[src/rtl/rtc_wake_pkg.sv]
package rtc_wake_pkg;
  localparam int DW = 32;
  localparam int AW = 8;
  localparam logic [AW-1:0] OFF_BUSY  = 8'h04;
  localparam logic [AW-1:0] OFF_SEC   = 8'h08;
  localparam logic [AW-1:0] OFF_ALARM = 8'h24;
  localparam logic [AW-1:0] OFF_MASK  = 8'h28;
  localparam logic [AW-1:0] OFF_STAT  = 8'h2C;
  localparam int ALARM_EN_BIT  = 31;
  localparam int ALARM_CNT_W   = 28;
  localparam int ALARM_IRQ_BIT = 4;
  localparam int BUSY_BIT      = 0;
  localparam int DROP_BIT      = 1;
endpackage

[src/rtl/rtc_timebase.sv]
module rtc_timebase #(
  parameter int REF_HZ  = 32768,
  parameter int TICK_HZ = 1000,
  parameter int PHASES  = 8
) (
  input  logic clk_i,
  input  logic rst_ni,
  input  logic ref_tick_i,
  output logic busy_o,
  output logic copy_o,
  output logic ms_tick_o
);
  localparam int PH_W  = $clog2(PHASES);
  localparam int ACC_W = $clog2(REF_HZ + TICK_HZ + 1);

  logic [PH_W-1:0]  phase_q;
  logic [ACC_W-1:0] acc_q, acc_sum;
  logic             carry;

  assign acc_sum   = acc_q + ACC_W'(TICK_HZ);
  assign carry     = acc_sum >= ACC_W'(REF_HZ);
  assign busy_o    = phase_q == PH_W'(PHASES - 1);
  assign copy_o    = ref_tick_i & busy_o;
  assign ms_tick_o = ref_tick_i & carry;

  always_ff @(posedge clk_i or negedge rst_ni) begin
    if (!rst_ni) begin
      phase_q <= '0;
      acc_q   <= '0;
    end else if (ref_tick_i) begin
      phase_q <= busy_o ? '0 : phase_q + 1'b1;
      acc_q   <= carry ? acc_sum - ACC_W'(REF_HZ) : acc_sum;
    end
  end
endmodule

[src/rtl/rtc_time_count.sv]
module rtc_time_count #(
  parameter int MS_PER_SEC = 1000,
  parameter int SEC_W      = 32,
  localparam int MS_W      = $clog2(MS_PER_SEC)
) (
  input  logic             clk_i,
  input  logic             rst_ni,
  input  logic             ms_tick_i,
  input  logic             copy_i,
  output logic [MS_W-1:0]  ms_o,
  output logic [SEC_W-1:0] sec_shadow_o
);
  logic [MS_W-1:0]  ms_q;
  logic [SEC_W-1:0] sec_q, shadow_q;

  always_ff @(posedge clk_i or negedge rst_ni) begin
    if (!rst_ni) begin
      ms_q     <= '0;
      sec_q    <= '0;
      shadow_q <= '0;
    end else begin
      if (copy_i) shadow_q <= sec_q;
      if (ms_tick_i) begin
        if (ms_q == MS_W'(MS_PER_SEC - 1)) begin
          ms_q  <= '0;
          sec_q <= sec_q + 1'b1;
        end else begin
          ms_q <= ms_q + 1'b1;
        end
      end
    end
  end

  assign ms_o         = ms_q;
  assign sec_shadow_o = shadow_q;
endmodule

[src/rtl/rtc_countdown.sv]
module rtc_countdown #(
  parameter int CNT_W = 28
) (
  input  logic             clk_i,
  input  logic             rst_ni,
  input  logic             wr_i,
  input  logic             wr_en_i,
  input  logic [CNT_W-1:0] wr_cnt_i,
  input  logic             ms_tick_i,
  output logic             en_o,
  output logic [CNT_W-1:0] cnt_o,
  output logic             expire_o
);
  logic             en_q;
  logic [CNT_W-1:0] cnt_q;
  logic             last;

  assign last     = cnt_q <= CNT_W'(1);
  assign expire_o = !wr_i && ms_tick_i && en_q && last;

  always_ff @(posedge clk_i or negedge rst_ni) begin
    if (!rst_ni) begin
      en_q  <= 1'b0;
      cnt_q <= '0;
    end else if (wr_i) begin
      en_q  <= wr_en_i;
      cnt_q <= wr_cnt_i;
    end else if (ms_tick_i && en_q) begin
      if (last) begin
        en_q  <= 1'b0;
        cnt_q <= '0;
      end else begin
        cnt_q <= cnt_q - 1'b1;
      end
    end
  end

  assign en_o  = en_q;
  assign cnt_o = cnt_q;
endmodule

[src/rtl/rtc_wake_alarm.sv]
module rtc_wake_alarm
  import rtc_wake_pkg::*;
#(
  parameter int REF_HZ     = 32768,
  parameter int TICK_HZ    = 1000,
  parameter int MS_PER_SEC = 1000,
  parameter int SEC_W      = 32
) (
  input  logic          clk_i,
  input  logic          rst_ni,
  input  logic          ref_tick_i,
  input  logic          req_i,
  input  logic          we_i,
  input  logic [AW-1:0] addr_i,
  input  logic [DW-1:0] wdata_i,
  output logic [DW-1:0] rdata_o,
  output logic          irq_o
);
  localparam int MS_W = $clog2(MS_PER_SEC);

  logic                   busy, copy, ms_tick;
  logic [MS_W-1:0]        ms_cnt;
  logic [SEC_W-1:0]       sec_shadow;
  logic                   alarm_en, alarm_expire;
  logic [ALARM_CNT_W-1:0] alarm_cnt;
  logic                   err_q, mask_q, status_q;
  logic                   wr_ok, wr_drop;

  assign wr_ok   = req_i & we_i & ~busy;
  assign wr_drop = req_i & we_i & busy;

  rtc_timebase #(.REF_HZ(REF_HZ), .TICK_HZ(TICK_HZ), .PHASES(8)) u_tb (
    .clk_i, .rst_ni, .ref_tick_i,
    .busy_o(busy), .copy_o(copy), .ms_tick_o(ms_tick)
  );

  rtc_time_count #(.MS_PER_SEC(MS_PER_SEC), .SEC_W(SEC_W)) u_cnt (
    .clk_i, .rst_ni, .ms_tick_i(ms_tick), .copy_i(copy),
    .ms_o(ms_cnt), .sec_shadow_o(sec_shadow)
  );

  rtc_countdown #(.CNT_W(ALARM_CNT_W)) u_cd (
    .clk_i, .rst_ni,
    .wr_i(wr_ok && addr_i == OFF_ALARM),
    .wr_en_i(wdata_i[ALARM_EN_BIT]),
    .wr_cnt_i(wdata_i[ALARM_CNT_W-1:0]),
    .ms_tick_i(ms_tick),
    .en_o(alarm_en), .cnt_o(alarm_cnt), .expire_o(alarm_expire)
  );

  always_ff @(posedge clk_i or negedge rst_ni) begin
    if (!rst_ni) begin
      err_q    <= 1'b0;
      mask_q   <= 1'b0;
      status_q <= 1'b0;
    end else begin
      if (wr_drop) err_q <= 1'b1;
      else if (wr_ok && addr_i == OFF_BUSY && wdata_i[DROP_BIT]) err_q <= 1'b0;
      if (wr_ok && addr_i == OFF_MASK) mask_q <= wdata_i[ALARM_IRQ_BIT];
      // expiry wins over a same-cycle clear
      if (alarm_expire) status_q <= 1'b1;
      else if (wr_ok && addr_i == OFF_STAT && wdata_i[ALARM_IRQ_BIT]) status_q <= 1'b0;
    end
  end

  always_comb begin
    rdata_o = '0;
    unique case (addr_i)
      OFF_BUSY: begin
        rdata_o[BUSY_BIT] = busy;
        rdata_o[DROP_BIT] = err_q;
      end
      OFF_SEC:   rdata_o = DW'(sec_shadow);
      OFF_ALARM: begin
        rdata_o[ALARM_EN_BIT]      = alarm_en;
        rdata_o[ALARM_CNT_W-1:0]   = alarm_cnt;
      end
      OFF_MASK:  rdata_o[ALARM_IRQ_BIT] = mask_q;
      OFF_STAT:  rdata_o[ALARM_IRQ_BIT] = status_q;
      default:   rdata_o = '0;
    endcase
  end

  assign irq_o = status_q & mask_q;
endmodule

[config.mk]
export PLATFORM = sky130hd
export DESIGN_NAME = rtc_wake_alarm
export DESIGN_NICKNAME = d
export VERILOG_FILES = /design/src/rtl/rtc_wake_pkg.sv /design/src/rtl/rtc_timebase.sv /design/src/rtl/rtc_time_count.sv /design/src/rtl/rtc_countdown.sv /design/src/rtl/rtc_wake_alarm.sv
export SDC_FILE = /design/constraint.sdc
export NUM_CORES = 1
export LEC_CHECK = 0
export BUFFER_PORTS_ARGS = -buffer_cell sky130_fd_sc_hd__buf_4
export CELL_PAD_IN_SITES_DETAIL_PLACEMENT = 1
export CELL_PAD_IN_SITES_GLOBAL_PLACEMENT = 2
export CORE_ASPECT_RATIO = 0.7
export CORE_MARGIN = 5
export CORE_UTILIZATION = 35
export CTS_CLUSTER_DIAMETER = 100
export DETAILED_ROUTE_END_ITERATION = 12
export GPL_TIMING_DRIVEN = 0
export HOLD_SLACK_MARGIN = 0.1
export PLACE_DENSITY = 0.78
export SYNTH_ARGS = -nofsm -noshare
export SYNTH_HDL_FRONTEND = slang
export SYNTH_SLANG_ARGS = --single-unit
[constraint.sdc]
create_clock -name clk_i -period 2.63 [get_ports clk_i]
set_input_delay 0.1315 -clock clk_i [delete_from_list [all_inputs] [get_ports clk_i]]
set_output_delay 0.1315 -clock clk_i [all_outputs]
set_load 0.01 [all_outputs]
==> summary.txt, run 1 <==
Cells and area
  – Final core occ: 46.3%
  – Layout cell share with drive strength beyond 1: a little under a quarter
  – Diodes inserted: 0
  – Area Growth Syn to Fin: 30.7%
  – Final #Nets: around 820

Worst setup path
  – Worst R2R Start: u_tb.acc_q[5]
  – CP Buf/Inv Count: 0
  – Crit. End Element: flop
  – R2R Setup Slk: 0.05 ns
  – CP required: 2.98 ns
  – Crit path DAT: ~3 ns
  – Crit path kind: reg2reg
  – Delay of the slowest critical-path stage: about 0.55 ns
  – Levels on crit path: 6
  – CP Max Fanout: 10
  – Crit path max-delay cell type: or4_4
  – R2R depth: 6
  – Worst flop-to-flop path endpoint: u_cd.cnt_o[24]
  – Worst path cell trace: or4_4 > or3_4 > a21oi_4 > nor2_4 > or4_1 > a31oi_1
  – Crit path max-delay family: simple AND/OR/NAND/NOR gates
  – CP startpoint kind: flop

Clocking
  – Insertion delay to the later sink of the worst-skew pair: ~0.44 ns
  – CTS buffer count: 17
  – H-tree levels: 4
  – Clk buf depth: 2
  – CTS tree: built
  – Clk sinks: between 100 and 150
  – Clock root buffer: clkbuf_16
  – CTS clk-pin slew, worst paths: roughly 0.060 ns

Timing
  – RSZ-0062 raised after global routing: yes
  – Setup ws final: 0.0518 ns
  – Worst slew pin tran: ~0.84 ns
  – Crit share post-route: slightly below 100%
  – Final-report setup violation count: 0
  – Slew headroom: 43.6%
  – Tmin final: between 2 and 3 ns
  – Setup Skew: just over 0.008 ns
  – Hold slack: 0.164 ns
  – Fin Setup TNS: 0 ns
  – Final Hold Fails: 0
  – Peak Freq: 0.388 GHz
  – Max-slew violations: 0

Power
  – Comb power frac: approximately 16%
  – Reg power frac: 42.2%
  – Internal cell power: 3820 uW
  – Leakage: 0.00384 uW
  – Psw: around 1600 uW
  – Clock power share: between 40% and 50%
  – Tot Pwr: 5440 uW
  – PwrDens: 656 nW/um^2
  – Switching part of the total power: 29.7%
  – Peak supply drop: 0.401 mV

Synthesis
  – Fraction of registers with async set/reset: 100%
  – Mapped Avg Cell Area: 9.92 sq um
  – Synth unique cells: 54
  – Syn nets: 691
  – Post-synthesis instance area: about 6300 sq um
  – Seq cells post-synth: ~120
  – Largest area contributor in the synthesized netlist: dfrtp_1
  – Yosys warns: 0
  – EDFF count, synth: 0
  – Sequential share of the synthesized area: a little under 50%
  – Post-Synthesis Cells: 639
  – Count leader, synth: dfrtp_1
  – Top cells by count, synth: dfrtp_1, nor2_1, nand2_1, o21ai_0, mux2_2
  – Ys flop type: dfrtp_1
  – Dominant cells by area after synthesis: dfrtp_1, mux2_2, nor2_1, a22o_1, xor2_1
  – Top-area cell type share of the netlist area: 48.2%

Route
  – Via count: around 5,500
  – Starting DRT DRC Count: 272
  – Drt wl/cell: 20.1 microns
  – Drt pass-1 iters: 5
  – Post-route ant nets: 0
  – Via density: 5.40
  – DRC Markers: 0
  – WL final: 20.5 mm

Place
  – Port Buffers: 74
  – DP HPWL: ~15 mm
  – RD Place Congestion: 0.907
  – Pre-CTS setup slack: -0.246 ns

Die
  – Core Region: 17,900 sq um
  – Die area: 20,900 sq um
  – Die Wd: between 150 and 200 microns
  – Initial Util: 35.4%
  – DIE HEIGHT: 123 microns
  – Num rows: 41
  – # IOs: 78

GRT
  – Vias in the first global route: 5,857
  – Met1 usage: between 20% and 30%
  – First-pass GRT wire length: 32.8 mm
  – Initial antenna violation count: 0
  – Grt total ovfl: 0
  – Largest net degree at the start of global routing: 83
  – GR Layer Usage met2: 32.9%
  – Total GRT Usage: 20.3%
  – Grt met3 use: ~3.6%
  – Busiest layer in global routing: met2

Status
  – Status: finished, final reports clean

Worst hold path
  – HP Class: in2async

Run
  – Maxcap violations: 0
==> worst max path at each step <==
| stage | startpoint | to | slack (ns) |
|---|---|---|---|
| 6_report | u_tb.acc_q[5] | u_cd.cnt_o[24] | 0.05 |
| 5_1_grt | u_tb.acc_q[5] | u_cd.cnt_o[24] | -0.03 |
| 4_1_cts | u_cd.cnt_o[0] | u_cd.cnt_o[24] | 0.02 |
| 3_5_place_dp | u_cd.cnt_o[16] | u_cd.cnt_o[14] | -0.25 |
| 3_3_place_gp | u_cd.cnt_o[16] | u_cd.cnt_o[12] | -0.34 |
| 2_1_floorplan | u_tb.acc_q[6] | u_cnt.sec_q[1] | 0.33 |
==> power by group through the flow <==
stage | registers, uW | clock network [uW] | logic, uW
after floorplan | 2240 | 0 | 515
after global placement | 2290 | 0 | 720
after detailed placement | 2310 | 0 | 772
after CTS | 2290 | 2300 | 834
after global routing | 2320 | 2380 | 972
final | 2290 | 2270 | 872
==> per-stage QoR <==
stage,std cells,area [sq um]
2_1_floorplan,639,6340
3_3_place_gp,949,7190
3_5_place_dp,950,7220
4_1_cts,1016,8190
5_1_grt,1020,8290
6_report,1020,8290
==> cell type report <==
type                       instances  area (sq um)
buffer                            28           144
clock buffer                      18           439
inverter                          14          52.6
fill                            1996          9620
clock inverter                    14           123
sequential                       122          3050
multi-input combinational        474          3220
timing repair buffer             114           965
tap                              236           295
==> cell families (layout without fill, tap and decap cells) <==
family / Yosys count / count (layout) / share of synthesized area, %
buf+inv: 43 / 188 / 2.66
simple gates: 260 / 260 / 20.9
mux: 36 / 36 / 6.38
flops: 122 / 122 / 48.2
xor+xnor: 44 / 44 / 6.08
compound gates: 127 / 127 / 14.4
fa+ha+maj: 7 / 7 / 1.38
==> timing repair <==
item,4_1_cts,5_1_grt
pin swaps,0,5
endpoints found under the hold margin,154,0
setup endpoints to repair,43,30
hold buffers,34,0
gates resized for setup,15,16
buffers inserted,0,5
==> flip-flops by register name, indices dropped and copies added (netlist names) <==
name / flops
u_cd.en_o: 1
u_cnt.sec_shadow_o: 32
u_cnt.sec_q: 32
mask_q: 1
status_q: 1
u_tb.acc_q: 13
u_cnt.ms_o: 10
u_cd.cnt_o: 28
err_q: 1
u_tb.phase_q: 3
==> metal layers <==
layer  vias to the layer above  part of all wire, %
met5                         -                    0
met1                      2768                   48
met3                        27                  3.2
li1                       2614                    -
met4                         0                  1.6
met2                       100                   47
==> cells in the final DEF, fill, tap and decap left out, types with 3 or more instances in the layout <==
master and count:
xor2_1 23, ha_1 7, nor4_1 4, dfrtp_1 122
and3_1 13, and4_1 4, o21ai_0 35, o31ai_1 6
buf_4 80, nand2b_1 3, clkbuf_2 4, buf_2 3
mux2_2 34, nand2_1 53, o211ai_1 5, inv_1 14
or4_1 6, clkbuf_1 16, nor2_1 65, nand4_1 19
clkbuf_16 17, a21oi_1 15, dlygate4sd3_1 34, and2_1 7
nor3_1 30, nor4_2 3, a22o_1 26, a221o_1 5
clkinv_2 5, xnor2_1 21, a31oi_1 21, nor4_4 5
inv_6 3, nand3b_1 3, clkinv_4 3, nand3_1 26
No activity file was read; power rests on OpenSTA's default activity.
==> run 2: changes to the inputs <==
--- a/config.mk
+++ b/config.mk
@@ -10,12 +10,12 @@
 export CELL_PAD_IN_SITES_GLOBAL_PLACEMENT = 2
 export CORE_ASPECT_RATIO = 0.7
 export CORE_MARGIN = 5
-export CORE_UTILIZATION = 35
+export CORE_UTILIZATION = 25
 export CTS_CLUSTER_DIAMETER = 100
 export DETAILED_ROUTE_END_ITERATION = 12
 export GPL_TIMING_DRIVEN = 0
 export HOLD_SLACK_MARGIN = 0.1
-export PLACE_DENSITY = 0.78
+export PLACE_DENSITY = 0.6
 export SYNTH_ARGS = -nofsm -noshare
 export SYNTH_HDL_FRONTEND = slang
 export SYNTH_SLANG_ARGS = --single-unit
==> run 2 against run 1 <==
- clock skew is 0.0024 ns higher
- hold slack got worse by 0.042 ns
- clock power decreased by 2%
- final area grew 1.3%
- register-to-register slack gained 0.02 ns
- critical endpoint is now u_cd.cnt_o[20]
- die area is 37% higher
- flip-flop and latch count did not move
- sequential share of layout area is 0.46 points lower
==> summary.txt, run 2 (synthesized netlist as in run 1, its figures left out) <==
Status
  – Status: finished, final reports clean

Worst setup path
  – Worst path cell trace: or4_4 > or3_4 > a21oi_4 > nor2_4 > or4_1 > a31oi_1
  – CP required: 2.98 ns (about the same)
  – CP Max Fanout: 10 (unchanged)
  – Crit path max-delay family: simple AND/OR/NAND/NOR gates
  – Crit path kind: reg2reg
  – CP startpoint kind: flop
  – CP Buf/Inv Count: 0 (unchanged)
  – Crit. End Element: flop
  – Crit path max-delay cell type: or4_1
  – Delay of the slowest critical-path stage: 0.57 ns (+0.02 ns)
  – Crit path DAT: 2.90 ns (-0.03 ns)

Route
  – WL final: 21.7 mm (+6.1%)
  – Post-route ant nets: 0 (unchanged)
  – Drt wl/cell: 19.6 microns (-2.4%)
  – Via count: 5,503 (-0.11%)
  – Starting DRT DRC Count: 306 (+13%)
  – Via density: 4.97 (-8.0%)
  – DRC Markers: 0 (unchanged)
  – Drt pass-1 iters: 4 (-1)

Cells and area
  – Final #Nets: 822 (-0.12%)
  – Commonest non-fill, non-tap cell in the layout: dfrtp_1
  – Diodes inserted: 0 (unchanged)
  – Layout cell share with drive strength beyond 1: 22.7% (+0.029 points)
  – Final core occ: 33.8% (-12 points)
  – Commonest cells after routing, fill and taps aside: dfrtp_1, buf_4, nor2_1, nand2_1, o21ai_0
  – Area Growth Syn to Fin: 32.4%
  – Fillers: 2,791 (+40%)

Power
  – Leakage: 0.00382 uW (-0.63%)
  – Psw: 1630 uW (+0.98%)
  – Comb power frac: 16.0% (about the same)
  – Internal cell power: 3730 uW (-2.4%)
  – Reg power frac: 42.5% (+0.3 points)
  – Peak supply drop: 0.424 mV (+5.8%)
  – PwrDens: 639 nW/um^2 (-2.6%)
  – Clock power share: 41.4% (-0.4 points)
  – Switching part of the total power: 30.4% (+0.72 points)
  – Tot Pwr: 5360 uW (-1.4%)

Clocking
  – Clock root buffer: clkbuf_16
  – Clk buf depth: 2 (unchanged)
  – CTS buffer count: 17 (unchanged)
  – Insertion delay to the later sink of the worst-skew pair: 0.42 ns (-0.02 ns)
  – H-tree levels: 4 (unchanged)
  – CTS tree: built
  – CTS clk-pin slew, worst paths: 0.06 ns (about the same)
  – Clk sinks: 122 (unchanged)

GRT
  – Busiest layer in global routing: met2
  – Grt met3 use: 2.88% (-0.76 points)
  – Vias in the first global route: 6,070 (+3.6%)
  – Largest net degree at the start of global routing: 73 (-12%)
  – Met1 usage: 20.3% (-7.3 points)
  – GR Layer Usage met2: 26.2% (-6.6 points)
  – Total GRT Usage: 15.5% (-4.8 points)
  – Initial antenna violation count: 0 (unchanged)
  – First-pass GRT wire length: 35.0 mm (+6.8%)
  – Grt total ovfl: 0 (unchanged)

Run
  – Maxcap violations: 0 (unchanged)

Timing
  – Crit share post-route: 97.1% (-0.88 points)
  – Max-slew violations: 0 (unchanged)
  – Setup Skew: 0.0105 ns (+0.00245 ns)
  – Peak Freq: 0.391 GHz (+0.91%)
  – Final-report setup violation count: 0 (unchanged)
  – Tmin final: 2.55 ns (-0.0233 ns)
  – RSZ-0062 raised after global routing: no
  – Slew headroom: 45.6% (+2.1 points)
  – Final Hold Fails: 0 (unchanged)
  – Worst slew pin tran: 0.809 ns (-0.0311 ns)

Die
  – Die Wd: 200 microns (+17%)
  – DIE HEIGHT: 143 microns (+17%)
  – Core Region: 24,800 sq um (+39%)
  – Die area: 28,700 sq um (+37%)
  – # IOs: 78 (unchanged)
  – Num rows: 48 (+17%)
  – Initial Util: 25.6% (-9.8 points)

Place
  – Port Buffers: 74 (unchanged)
  – RD Place Congestion: 0.843 (-7.1%)
  – DP HPWL: 16.2 mm (+11%)

Worst hold path
  – HP Class: in2reg
-- run 2: cell count changes in the layout (fill, tap and decap cells not counted), sizes merged --
cell | previous run | this run
dlygate4sd3 | 34 | 33
clkinvlp | 2 | 6
clkbuf | 38 | 39
bufinv | 1 | 0
inv | 17 | 19
clkinv | 8 | 3
buf | 88 | 87
-- run 2: final timing paths --
kind                       cells after the start  slack [ns]             from               to
min in group asynchronous                      2        0.22           rst_ni    u_tb.acc_q[7]
max in group asynchronous                      3        1.67           rst_ni   u_cd.cnt_o[27]
setup reg to reg                               6        0.08    u_tb.acc_q[8]   u_cd.cnt_o[20]
setup / recovery                               6        0.08    u_tb.acc_q[8]   u_cd.cnt_o[20]
hold / removal                                 3        0.12        addr_i[2]           mask_q
hold reg to reg                                1        0.47  u_cnt.sec_q[31]  u_cnt.sec_q[31]
-- run 2: layer usage --
metal  part of all wire (%)  routed length [microns]
met5                      0                        0
met4                    1.7                      368
met3                    2.6                      556
met2                     48                    10500
met1                     48                    10300
-- run 2: metrics by stage --
stage | setup WS, ns | std cells | hold WS, ns | instance area [sq um] | setup TNS, ns
floorplan | 0.330 | 639 | -0.164 | 6340 | 0
global placement | -0.434 | 1038 | 0.341 | 7300 | -9.69
detailed placement | -0.436 | 1039 | 0.124 | 7330 | -10.41
CTS | 0.00812 | 1104 | 0.107 | 8280 | 0
global route | 0.00249 | 1108 | 0.127 | 8390 | 0
finish | 0.0751 | 1108 | 0.122 | 8390 | 0
-- run 2: area by class of cell --
type                            count  area (sq um)  area share, %
Sequential cell                   122          3050           36.4
Inverter                           14          52.6          0.626
Clock inverter                     14           116           1.39
Tap cell                          325           407           4.85
Multi-Input combinational cell    474          3220           38.4
Timing Repair Buffer              112           960           11.4
Clock buffer                       18           439           5.23
Buffer                             29           145           1.73
-- run 2: tightest hold or removal path: stages --
cell    delay [ns]
buf_4         0.12
nor2_1        0.05
mux2_2        0.21
-- run 2: power by group through the flow --
stage          clock network (uW)  logic (uW)  registers, uW
3_3_place_gp                    0         730           2290
3_5_place_dp                    0         780           2310
6_report                     2220         858           2280
5_1_grt                      2370         965           2310
2_1_floorplan                   0         515           2240
4_1_cts                      2290         841           2280
-- run 2: repair_timing --
action / in CTS / in global routing
setup endpoints to repair: 52 / 33
setup buffers: 0 / 4
gates resized for setup: 14 / 21
hold buffers: 33 / 0
endpoints found under the hold margin: 82 / 0
pin swaps: 0 / 4
